==> src/rtl/ata_dec_pkg.sv <==
package ata_dec_pkg;

  typedef enum logic [1:0] {
    DIR_NONE = 2'd0,
    DIR_IN   = 2'd1,
    DIR_OUT  = 2'd2
  } dir_e;

  typedef enum logic [3:0] {
    K_UNKNOWN = 4'd0,
    K_NOP     = 4'd1,
    K_XFER    = 4'd2,
    K_VERIFY  = 4'd3,
    K_MULT    = 4'd4,
    K_UCODE   = 4'd5,
    K_SETMULT = 4'd6,
    K_SETMAX  = 4'd7,
    K_NODATA  = 4'd8
  } kind_e;

  typedef struct packed {
    kind_e kind;
    dir_e  dir;
    logic  ext;
    logic  dma;
  } op_info_t;

  function automatic op_info_t mk_info(kind_e k, dir_e d, logic e, logic m);
    op_info_t r;
    r.kind = k;
    r.dir  = d;
    r.ext  = e;
    r.dma  = m;
    return r;
  endfunction

endpackage

==> src/rtl/ata_op_classify.sv <==
module ata_op_classify
  import ata_dec_pkg::*;
(
  input  logic [7:0] opcode,
  output op_info_t   info
);

  always_comb begin
    case (opcode)
      8'h20, 8'h21: info = mk_info(K_XFER,    DIR_IN,   1'b0, 1'b0);
      8'h24:        info = mk_info(K_XFER,    DIR_IN,   1'b1, 1'b0);
      8'h25:        info = mk_info(K_XFER,    DIR_IN,   1'b1, 1'b1);
      8'h30, 8'h31: info = mk_info(K_XFER,    DIR_OUT,  1'b0, 1'b0);
      8'h34:        info = mk_info(K_XFER,    DIR_OUT,  1'b1, 1'b0);
      8'h35:        info = mk_info(K_XFER,    DIR_OUT,  1'b1, 1'b1);
      8'hC8, 8'hC9: info = mk_info(K_XFER,    DIR_IN,   1'b0, 1'b1);
      8'hCA, 8'hCB: info = mk_info(K_XFER,    DIR_OUT,  1'b0, 1'b1);
      8'h40, 8'h41: info = mk_info(K_VERIFY,  DIR_NONE, 1'b0, 1'b0);
      8'h42:        info = mk_info(K_VERIFY,  DIR_NONE, 1'b1, 1'b0);
      8'hC4:        info = mk_info(K_MULT,    DIR_IN,   1'b0, 1'b0);
      8'hC5:        info = mk_info(K_MULT,    DIR_OUT,  1'b0, 1'b0);
      8'h29:        info = mk_info(K_MULT,    DIR_IN,   1'b1, 1'b0);
      8'h39:        info = mk_info(K_MULT,    DIR_OUT,  1'b1, 1'b0);
      8'h92:        info = mk_info(K_UCODE,   DIR_OUT,  1'b0, 1'b0);
      8'hC6:        info = mk_info(K_SETMULT, DIR_NONE, 1'b0, 1'b0);
      8'hF9:        info = mk_info(K_SETMAX,  DIR_NONE, 1'b0, 1'b0);
      8'h37:        info = mk_info(K_SETMAX,  DIR_NONE, 1'b1, 1'b0);
      8'h00:        info = mk_info(K_NOP,     DIR_NONE, 1'b0, 1'b0);
      8'hE0, 8'hE1, 8'hE2, 8'hE3,
      8'hE5, 8'hE6, 8'hE7, 8'hEA:
                    info = mk_info(K_NODATA,  DIR_NONE, 1'b0, 1'b0);
      default:      info = mk_info(K_UNKNOWN, DIR_NONE, 1'b0, 1'b0);
    endcase
  end

endmodule

==> src/rtl/ata_count_calc.sv <==
module ata_count_calc
  import ata_dec_pkg::*;
#(
  parameter int CNT_W  = 16,
  parameter int MULT_W = 8,
  localparam int SEC_W = CNT_W + 1
) (
  input  op_info_t           info,
  input  logic [CNT_W-1:0]   count,
  input  logic [7:0]         lba_low,
  input  logic [MULT_W-1:0]  mult_blk,
  output logic [SEC_W-1:0]   sectors,
  output logic [SEC_W-1:0]   irq_blk,
  output logic [SEC_W-1:0]   last_blk,
  output dir_e               dir,
  output logic               drq
);

  logic [SEC_W-1:0] sec_raw;
  logic [SEC_W-1:0] ucode_len;
  logic [SEC_W-1:0] mult_ext;
  logic [SEC_W-1:0] rem;

  always_comb begin
    if (info.ext)
      sec_raw = (count == '0) ? (SEC_W'(1) << CNT_W) : SEC_W'(count);
    else
      sec_raw = (count[7:0] == 8'd0) ? SEC_W'(256) : SEC_W'(count[7:0]);
    ucode_len = SEC_W'({lba_low, count[7:0]});
    mult_ext  = SEC_W'(mult_blk);
    rem       = sec_raw & (mult_ext - SEC_W'(1));
  end

  always_comb begin
    sectors  = '0;
    irq_blk  = '0;
    last_blk = '0;
    dir      = DIR_NONE;
    drq      = 1'b0;
    case (info.kind)
      K_XFER: begin
        sectors  = sec_raw;
        dir      = info.dir;
        drq      = 1'b1;
        irq_blk  = info.dma ? sec_raw : SEC_W'(1);
        last_blk = info.dma ? sec_raw : SEC_W'(1);
      end
      K_VERIFY: begin
        sectors  = sec_raw;
        irq_blk  = sec_raw;
        last_blk = sec_raw;
      end
      K_MULT: begin
        sectors  = sec_raw;
        dir      = info.dir;
        drq      = 1'b1;
        irq_blk  = mult_ext;
        last_blk = (rem == '0) ? mult_ext : rem;
      end
      K_UCODE: begin
        sectors  = ucode_len;
        dir      = DIR_OUT;
        drq      = (ucode_len != '0);
        irq_blk  = ucode_len;
        last_blk = ucode_len;
      end
      default: ;
    endcase
  end

endmodule

==> src/rtl/ata_range_chk.sv <==
module ata_range_chk #(
  parameter int LBA_W = 48,
  parameter int SEC_W = 17,
  localparam int EW   = LBA_W + 1
) (
  input  logic             ext,
  input  logic [LBA_W-1:0] lba,
  input  logic [SEC_W-1:0] sectors,
  input  logic [LBA_W-1:0] max_lba,
  output logic             out_of_range
);

  logic [LBA_W-1:0] start;
  logic [EW-1:0]    end_lba;

  always_comb begin
    start        = ext ? lba : LBA_W'(lba[27:0]);
    end_lba      = {1'b0, start} + EW'(sectors) - EW'(1);
    out_of_range = (sectors != '0) && (end_lba > {1'b0, max_lba});
  end

endmodule

==> src/rtl/ata_dec_state.sv <==
module ata_dec_state
  import ata_dec_pkg::*;
#(
  parameter int               LBA_W      = 48,
  parameter int               MULT_W     = 8,
  parameter int               MULT_DEF   = 16,
  parameter logic [LBA_W-1:0] NATIVE_MAX = '1
) (
  input  logic              clk,
  input  logic              rst_n,
  input  logic              accept,
  input  kind_e             kind,
  input  logic              ext,
  input  logic [MULT_W-1:0] req_blk,
  input  logic [LBA_W-1:0]  lba,
  output logic              setmult_bad,
  output logic              setmax_bad,
  output logic [MULT_W-1:0] mult_blk,
  output logic [LBA_W-1:0]  max_lba
);

  logic [MULT_W-1:0] mult_q;
  logic [LBA_W-1:0]  max_q;
  logic [LBA_W-1:0]  new_max;
  logic              mult_en;
  logic              max_en;

  always_comb begin
    setmult_bad = (req_blk == '0) ||
                  ((req_blk & (req_blk - MULT_W'(1))) != '0) ||
                  (req_blk > MULT_W'(MULT_DEF));
    new_max     = ext ? lba : LBA_W'(lba[27:0]);
    setmax_bad  = (new_max > NATIVE_MAX);
    mult_en     = accept && (kind == K_SETMULT) && !setmult_bad;
    max_en      = accept && (kind == K_SETMAX) && !setmax_bad;
  end

  always_ff @(posedge clk or negedge rst_n) begin
    if (!rst_n) begin
      mult_q <= MULT_W'(MULT_DEF);
      max_q  <= NATIVE_MAX;
    end else begin
      if (mult_en) mult_q <= req_blk;
      if (max_en)  max_q  <= new_max;
    end
  end

  assign mult_blk = mult_q;
  assign max_lba  = max_q;


  mult_pow2_chk: assert property (@(posedge clk) disable iff (!rst_n)
    ($countones(mult_q) == 1) && (mult_q <= MULT_W'(MULT_DEF)));


  mult_hold_chk: assert property (@(posedge clk) disable iff (!rst_n)
    !$stable(mult_q) |-> $past(accept && (kind == K_SETMULT)));


  max_cap_chk: assert property (@(posedge clk) disable iff (!rst_n)
    max_q <= NATIVE_MAX);


  max_hold_chk: assert property (@(posedge clk) disable iff (!rst_n)
    !$stable(max_q) |-> $past(accept && (kind == K_SETMAX)));

endmodule

==> src/rtl/ata_xfer_decoder.sv <==
module ata_xfer_decoder
  import ata_dec_pkg::*;
#(
  parameter int                LBA_W          = 48,
  parameter int                CNT_W          = 16,
  parameter int                MULT_W         = 8,
  parameter int                MULT_DEF       = 16,
  parameter logic [LBA_W-1:0]  NATIVE_MAX_LBA = 48'h0000_37E4_36AF,
  localparam int               SEC_W          = CNT_W + 1
) (
  input  logic              clk,
  input  logic              rst_n,
  input  logic              cmd_valid,
  output logic              cmd_ready,
  input  logic [7:0]        cmd_opcode,
  input  logic [CNT_W-1:0]  cmd_count,
  input  logic [LBA_W-1:0]  cmd_lba,
  input  logic              plan_ready,
  output logic              plan_valid,
  output logic [SEC_W-1:0]  plan_sectors,
  output logic [1:0]        plan_dir,
  output logic              plan_drq,
  output logic [SEC_W-1:0]  plan_irq_blk,
  output logic [SEC_W-1:0]  plan_last_blk,
  output logic              plan_abort,
  output logic              plan_idnf,
  output logic [MULT_W-1:0] mult_blk,
  output logic [LBA_W-1:0]  max_lba
);

  // reset: asserted asynchronously, released on a clock edge
  logic [1:0] rst_sync_q;
  logic       rst_n_s;

  always_ff @(posedge clk or negedge rst_n) begin
    if (!rst_n) rst_sync_q <= 2'b00;
    else        rst_sync_q <= {rst_sync_q[0], 1'b1};
  end
  assign rst_n_s = rst_sync_q[1];

  op_info_t         info;
  logic [SEC_W-1:0] c_sectors, c_irq, c_last;
  dir_e             c_dir;
  logic             c_drq;
  logic             oor;
  logic             setmult_bad, setmax_bad;
  logic             accept;

  ata_op_classify u_cls (
    .opcode (cmd_opcode),
    .info   (info)
  );

  ata_count_calc #(.CNT_W(CNT_W), .MULT_W(MULT_W)) u_cnt (
    .info     (info),
    .count    (cmd_count),
    .lba_low  (cmd_lba[7:0]),
    .mult_blk (mult_blk),
    .sectors  (c_sectors),
    .irq_blk  (c_irq),
    .last_blk (c_last),
    .dir      (c_dir),
    .drq      (c_drq)
  );

  ata_range_chk #(.LBA_W(LBA_W), .SEC_W(SEC_W)) u_rng (
    .ext          (info.ext),
    .lba          (cmd_lba),
    .sectors      (c_sectors),
    .max_lba      (max_lba),
    .out_of_range (oor)
  );

  ata_dec_state #(
    .LBA_W(LBA_W), .MULT_W(MULT_W), .MULT_DEF(MULT_DEF), .NATIVE_MAX(NATIVE_MAX_LBA)
  ) u_st (
    .clk         (clk),
    .rst_n       (rst_n_s),
    .accept      (accept),
    .kind        (info.kind),
    .ext         (info.ext),
    .req_blk     (cmd_count[MULT_W-1:0]),
    .lba         (cmd_lba),
    .setmult_bad (setmult_bad),
    .setmax_bad  (setmax_bad),
    .mult_blk    (mult_blk),
    .max_lba     (max_lba)
  );

  // plan registers
  logic             valid_q, valid_d;
  logic [SEC_W-1:0] sec_q, sec_d, irq_q, irq_d, last_q, last_d;
  dir_e             dir_q, dir_d;
  logic             drq_q, drq_d, abort_q, abort_d, idnf_q, idnf_d;
  logic             ranged;

  assign cmd_ready = rst_n_s && (!valid_q || plan_ready);
  assign accept    = cmd_valid && cmd_ready;

  always_comb begin
    ranged  = (info.kind == K_XFER) || (info.kind == K_VERIFY) || (info.kind == K_MULT);
    idnf_d  = ranged && oor;
    abort_d = (info.kind == K_UNKNOWN) || (info.kind == K_NOP) ||
              ((info.kind == K_SETMULT) && setmult_bad) ||
              ((info.kind == K_SETMAX) && setmax_bad) || idnf_d;
    sec_d   = c_sectors;
    irq_d   = c_irq;
    last_d  = c_last;
    dir_d   = c_dir;
    drq_d   = c_drq;
    if (abort_d) begin
      sec_d  = '0;
      irq_d  = '0;
      last_d = '0;
      dir_d  = DIR_NONE;
      drq_d  = 1'b0;
    end
    if (accept)          valid_d = 1'b1;
    else if (plan_ready) valid_d = 1'b0;
    else                 valid_d = valid_q;
  end

  always_ff @(posedge clk or negedge rst_n_s) begin
    if (!rst_n_s) begin
      valid_q <= 1'b0;
      sec_q   <= '0;
      irq_q   <= '0;
      last_q  <= '0;
      dir_q   <= DIR_NONE;
      drq_q   <= 1'b0;
      abort_q <= 1'b0;
      idnf_q  <= 1'b0;
    end else begin
      valid_q <= valid_d;
      if (accept) begin
        sec_q   <= sec_d;
        irq_q   <= irq_d;
        last_q  <= last_d;
        dir_q   <= dir_d;
        drq_q   <= drq_d;
        abort_q <= abort_d;
        idnf_q  <= idnf_d;
      end
    end
  end

  assign plan_valid    = valid_q;
  assign plan_sectors  = sec_q;
  assign plan_irq_blk  = irq_q;
  assign plan_last_blk = last_q;
  assign plan_dir      = dir_q;
  assign plan_drq      = drq_q;
  assign plan_abort    = abort_q;
  assign plan_idnf     = idnf_q;


  plan_hold_chk: assert property (@(posedge clk) disable iff (!rst_n_s)
    (plan_valid && !plan_ready) |=> (plan_valid && $stable(plan_sectors) &&
                                     $stable(plan_abort) && $stable(plan_dir)));


  abort_zero_chk: assert property (@(posedge clk) disable iff (!rst_n_s)
    (plan_valid && plan_abort) |-> (plan_sectors == '0 && plan_dir == 2'd0 && !plan_drq));


  drq_dir_chk: assert property (@(posedge clk) disable iff (!rst_n_s)
    (plan_valid && plan_drq) |-> (plan_dir != 2'd0));


  last_blk_chk: assert property (@(posedge clk) disable iff (!rst_n_s)
    plan_valid |-> (plan_last_blk <= plan_irq_blk));


  idnf_abort_chk: assert property (@(posedge clk) disable iff (!rst_n_s)
    (plan_valid && plan_idnf) |-> plan_abort);

endmodule

==> config.mk <==
export PLATFORM = sky130hd
export DESIGN_NAME = ata_xfer_decoder
export DESIGN_NICKNAME = d
export VERILOG_FILES = /design/src/rtl/ata_dec_pkg.sv /design/src/rtl/ata_op_classify.sv /design/src/rtl/ata_count_calc.sv /design/src/rtl/ata_range_chk.sv /design/src/rtl/ata_dec_state.sv /design/src/rtl/ata_xfer_decoder.sv
export SDC_FILE = /design/constraint.sdc
export NUM_CORES = 1
export LEC_CHECK = 0
export CAP_MARGIN = 20
export CORE_UTILIZATION = 54
export CTS_CLUSTER_SIZE = 20
export DETAILED_ROUTE_END_ITERATION = 8
export GPL_ROUTABILITY_DRIVEN = 0
export PLACE_DENSITY_LB_ADDON = 0.05
export SLEW_MARGIN = 0
export SYNTH_ARGS = -nofsm -noshare
export SYNTH_HDL_FRONTEND = slang
export SYNTH_SLANG_ARGS = --single-unit
export TNS_END_PERCENT = 10
==> constraint.sdc <==
create_clock -name clk -period 5.9 [get_ports clk]
set_input_delay 1.475 -clock clk [delete_from_list [all_inputs] [get_ports clk]]
set_output_delay 1.475 -clock clk [all_outputs]
set_load 0.05 [all_outputs]
==> results of run 1 <==
## metrics by stage
stage          hold slack [ns]  setup WS, ns  cells
2_1_floorplan            0.331         -1.04   1251
3_3_place_gp             0.338         -2.25   1891
3_5_place_dp             0.339         -2.45   1891
4_1_cts                  0.359         -1.04   1990
## timing repair
| item | CTS |
|---|---|
| gates cloned | 4 |
| gates resized for setup | 153 |
| pin swaps | 81 |
| setup endpoints to repair | 56 |
| buffers inserted | 63 |
## kinds of logic after synthesis
family          synth area share [%]
compound gates                  25.7
simple gates                    16.3
buf+inv                         8.04
fa+ha+maj                       16.1
flops                           28.4
xor+xnor                        4.62
mux                            0.650
other cells                   0.0368
## per-layer routing
metal,GRT overflow,track usage [%]
met1,0,67.0
met2,4,87.6
met3,0,51.8
met4,2,63.9
met5,0,15.0
==> run summary, run 1 <==
* sequential cell input — worst endpoint type
* 26.2 mm — total half-perimeter wirelength after legalization and detailed placement
* 0 — Syn. warnings
* 8.16 µm² — mean cell area of the mapped netlist
* sky130_fd_sc_hd__nand2_1, sky130_fd_sc_hd__inv_1, sky130_fd_sc_hd__ha_1 — Post-synth top cells
* 100% — fraction of registers with async set or reset after synthesis
* 10200 µm² — synthesized area
* 190 — Boundary Pins
* 7 — initial antenna violation count
* 6 — residual overflow from global routing
* 23.3% — proportion of netlist area held by the largest area contributor
* 4 — H-tree lvl count
* 88 — post-synthesis cell type count
* 28.4% — fraction of the yosys area taken by sequential cells
* 70 — pin count of the biggest net entering global routing
* stopped before the end — run status
* 0 — hold buffer count at CTS
* 55.8% — initial cell density of the core
* sky130_fd_sc_hd__nand2_1 — most used standard cell by instance count after synthesis
* 1251 — cell count after synthesis
* 17 — number of buffers inserted during clock tree synthesis
* 14400 µm² — placement-stage cell area
* sky130_fd_sc_hd__clkbuf_16 — Root Driver
* 67.6% — GRT Overall Usage
* 5_1_grt — stage where the flow stopped
* 139 µm — Die Height
* sky130_fd_sc_hd__dfrtp_1 — dominant cell type by area after synthesis
* 115 — CTS sink count
* sky130_fd_sc_hd__dfrtp_1 — top flip-flop cell by instance count after synthesis
* 1458 — Post-Synthesis Net Count
* 49 — standard-cell row count
* 139 µm — Chip Width
* [ERROR GRT-0232] Routing congestion too high. Check the congestion heatmap in the GUI. — Log Error
* 115 — post-synthesis sequential element count
* 2 — Clock Tree Buf Depth
* plan_sectors[5]$_DFFE_PN0P_/D — Worst EP post-GRT repair
* 189 — number of buffers added on ports
* sky130_fd_sc_hd__dfrtp_1, sky130_fd_sc_hd__ha_1, sky130_fd_sc_hd__nand2_1 — most area-consuming cells after synthesis
* 0 — number of enable-type register cells in the synthesized netlist
==> run 2: changes to the inputs <==
Settings changed: CORE_UTILIZATION 54 to 40, CTS_CLUSTER_SIZE 20 to not set, PLACE_DENSITY_LB_ADDON 0.05 to 0.15.
==> run 2 against run 1 <==
Compared with the run above:
- the flow now finishes, with violations (DRC, setup timing)
- synthesized area stayed put
- synthesized cell count stayed put
==> run summary, run 2 <==
* 0 — number of enable-type register cells in the synthesized netlist
* 4 — H-tree lvl count
* 2003 — cell count after placement
* sky130_fd_sc_hd__buf_6 — Most Frequent Cell on Critical Path
* 28.8% — share of cells above drive strength 1
* 0.973 ns — transition time at the pin with the least slew margin
* 1920 — Final Net Count
* 11000 — vias post-DR
* 7.03 ns — final period demand of the worst path
* sky130_fd_sc_hd__clkbuf_16 — Root Driver
* 6.24 ns — required arrival time at the worst endpoint
* 17 — number of buffers inserted during clock tree synthesis
* 0 — total of max-cap violations
* 27.6% — sequential cell fraction of total power
* sky130_fd_sc_hd__nand2_1 — most used standard cell by instance count after synthesis
* 2 — DRC violations left
* 0.54 ns — delay contributed by the slowest stage of the critical path
* primary input to register — startpoint-to-endpoint class of the critical path
* 56 — final-report setup violation count
* 1.92 mW — Int Pwr
* 142 MHz — Highest Clock Rate
* 0 — ANT nets after route
* 28.4% — fraction of the yosys area taken by sequential cells
* 40.6% — initial cell density of the core
* 10200 µm² — synthesized area
* sky130_fd_sc_hd__buf_4 — most common cell after layout, fill and taps aside
* 88 — post-synthesis cell type count
* 27.4 mm — total half-perimeter wirelength after legalization and detailed placement
* 115 — CTS sink count
* 8.16 µm² — mean cell area of the mapped netlist
* 9 — critical-path maximum fanout
* 7.37 ns — arrival time reported for the critical path endpoint
* 57.6% — growth of design area from synthesis to finish
* 724 — Initial DRC Count
* 162 µm — Die Height
* 26200 µm² — area of the die
* 1458 — Post-Synthesis Net Count
* 86 — pin count of the biggest net entering global routing
* 189 — number of buffers added on ports
* 0.44 ns — worst skew pair latency
* finished, violations left — run status
* yes — clock tree from TritonCTS
* 58 — standard-cell row count
* 119% — Final Cycle Share
* 25100 µm² — floorplan core area
* sky130_fd_sc_hd__dfrtp_1 — dominant cell type by area after synthesis
* 36.2% — fraction of power spent switching nets
* 0.0205 ns — worst clock skew on the final layout
* 48 — flip-flop count of the largest register after layout
* 35.9% — clock network fraction of design power
* 56.5 mm — first-pass GRT wire length
* 162 µm — Chip Width
* register to async pin — Hold WC Path Type
* sky130_fd_sc_hd__dfrtp_1, sky130_fd_sc_hd__ha_1, sky130_fd_sc_hd__nand2_1 — most area-consuming cells after synthesis
* 115 — post-synthesis sequential element count
* sky130_fd_sc_hd__buf_4, sky130_fd_sc_hd__clkdlybuf4s50_1, sky130_fd_sc_hd__nand2_1 — commonest non-fill, non-tap cells in the layout
* 7 — First-pass DRT Iterations
* 36.5% — relative contribution of combinational cells to total power
* 190 — Boundary Pins
* -1.13 ns — worst setup margin
* 1251 — cell count after synthesis
* 0 — residual overflow from global routing
* 5.36 — via-per-instance ratio
* 0 — initial antenna violation count
* 2056 — number of non-filler instances in the completed layout
* 1.09 mW — reported net switching power
* 7.31 nW — Leak
* 0 — final number of hold-violating endpoints
* 17.4 µm — Routed WL per cell
* sky130_fd_sc_hd__nand2_1, sky130_fd_sc_hd__inv_1, sky130_fd_sc_hd__ha_1 — Post-synth top cells
* 0 — antenna diode instance count
* register — capturing element type of the critical path
* 187 nW/µm² — Cell Pwr Density
* 23.3% — proportion of netlist area held by the largest area contributor
* 0 — fin. max-slew vios
* yes — unrepaired setup endpoints after global routing
* 35.8 mm — post-detailed-routing wire length
* 2 — Clock Tree Buf Depth
* primary input — startpoint class of the critical path
* 0 — Syn. warnings
* sky130_fd_sc_hd__dfrtp_1 — top flip-flop cell by instance count after synthesis
* 0.07 ns — clock slew at reported path FFs
* DRC, setup timing — violations in the final reports
* 27.4% — GRT Overall Usage
* 0.000157 V — highest ir drop seen on vdd
* -57.35 ns — final setup TNS
* 10900 — number of global-route vias before repair
* 35.2% — headroom to the max-slew limit
* 100% — fraction of registers with async set or reset after synthesis
* sky130_fd_sc_hd__or4_4 — slowest stage cell on the critical path
* 64.0% — post-route core utilization
-- run 2: cell counts after synthesis --
Identical to the previous run, type by type.
-- run 2: power groups by stage --
| stage | logic [mW] | registers (mW) | clock network, mW |
|---|---|---|---|
| after floorplan | 0.506 | 0.907 | 0 |
| after global placement | 0.962 | 0.844 | 0 |
| after detailed placement | 0.977 | 0.844 | 0 |
| after CTS | 1.05 | 0.830 | 1.09 |
| after global routing | 1.19 | 0.833 | 1.12 |
| final | 1.09 | 0.830 | 1.08 |
-- run 2: metrics by stage --
step | hold slack (ns) | setup slack, ns | area, µm² | total power, mW
final | 0.301 | -1.13 | 16100 | 3.00
after global routing | 0.358 | -1.36 | 16100 | 3.15
after CTS | 0.329 | -0.978 | 15800 | 2.97
after detailed placement | 0.323 | -2.23 | 14600 | 1.82
after global placement | 0.321 | -2.16 | 14600 | 1.81
after floorplan | 0.331 | -1.04 | 10400 | 1.41
-- run 2: cell type report --
cell class                      count  area, µm²
Clock inverter                     15        176
Clock buffer                       17        425
Fill cell                        2161       9030
Timing Repair Buffer              496       4360
Multi-Input combinational cell    930       7230
Sequential cell                   115       2910
Inverter                          153        574
Tap cell                          330        413
-- run 2: kinds of logic (layout without fill, tap and decap cells) --
kind of cell	count (synthesis)	count (layout)	synth area share, %
xor gates and xnor gates	53	53	4.62
buffers and inverters	206	681	8.04
muxes	6	6	0.650
adders and majority gates	131	131	16.1
AOI/OAI and AO/OA	392	392	25.7
DFF	115	115	28.4
other	1	1	0.0368
and+or+nand+nor	347	347	16.3
-- run 2: worst max-delay path: cells and delay by family --
kind,cells,cell delay [ns]
AND/OR/NAND/NOR,5,1.03
adder cells (fa/ha/maj),3,0.75
buffers and inverters,8,1.15
AO/OA/AOI/OAI,16,2.97
-- run 2: path summary, 6_finish.rpt --
path	from	endpoint	slack (ns)	cells past startpoint
worst max register to register	u_st.mult_blk[0]	plan_last_blk[4]	2.74	11
worst min register to register	rst_sync_q[1]	u_st.max_lba[40]	0.30	0
min in group clk	rst_sync_q[0]	rst_sync_q[1]	0.35	0
worst max-delay path	cmd_opcode[0]	plan_sectors[9]	-1.13	32
worst min-delay path	rst_sync_q[1]	u_st.max_lba[40]	0.30	0
max in group asynchronous	rst_sync_q[1]	u_st.max_lba[1]	4.55	2
-- run 2: what timing repair did --
| item | 4_1_cts | 5_1_grt |
|---|---|---|
| hold buffers | 0 | 0 |
| pin swaps | 56 | 30 |
| gates resized for setup | 121 | 37 |
| cloned | 1 | 0 |
| endpoints found under the setup margin | 56 | 56 |
| setup buffers | 14 | 6 |
-- run 2: per-layer routing --
layer  vias up  wire (µm)  GRT usage [%]
met4         0        925           9.22
met5         -          0              0
met1      5239      16100           37.1
met3        61       2200           4.26
met2       363      16500           44.4
li1       5360          -              -
Power figures use the tool's default switching activity.
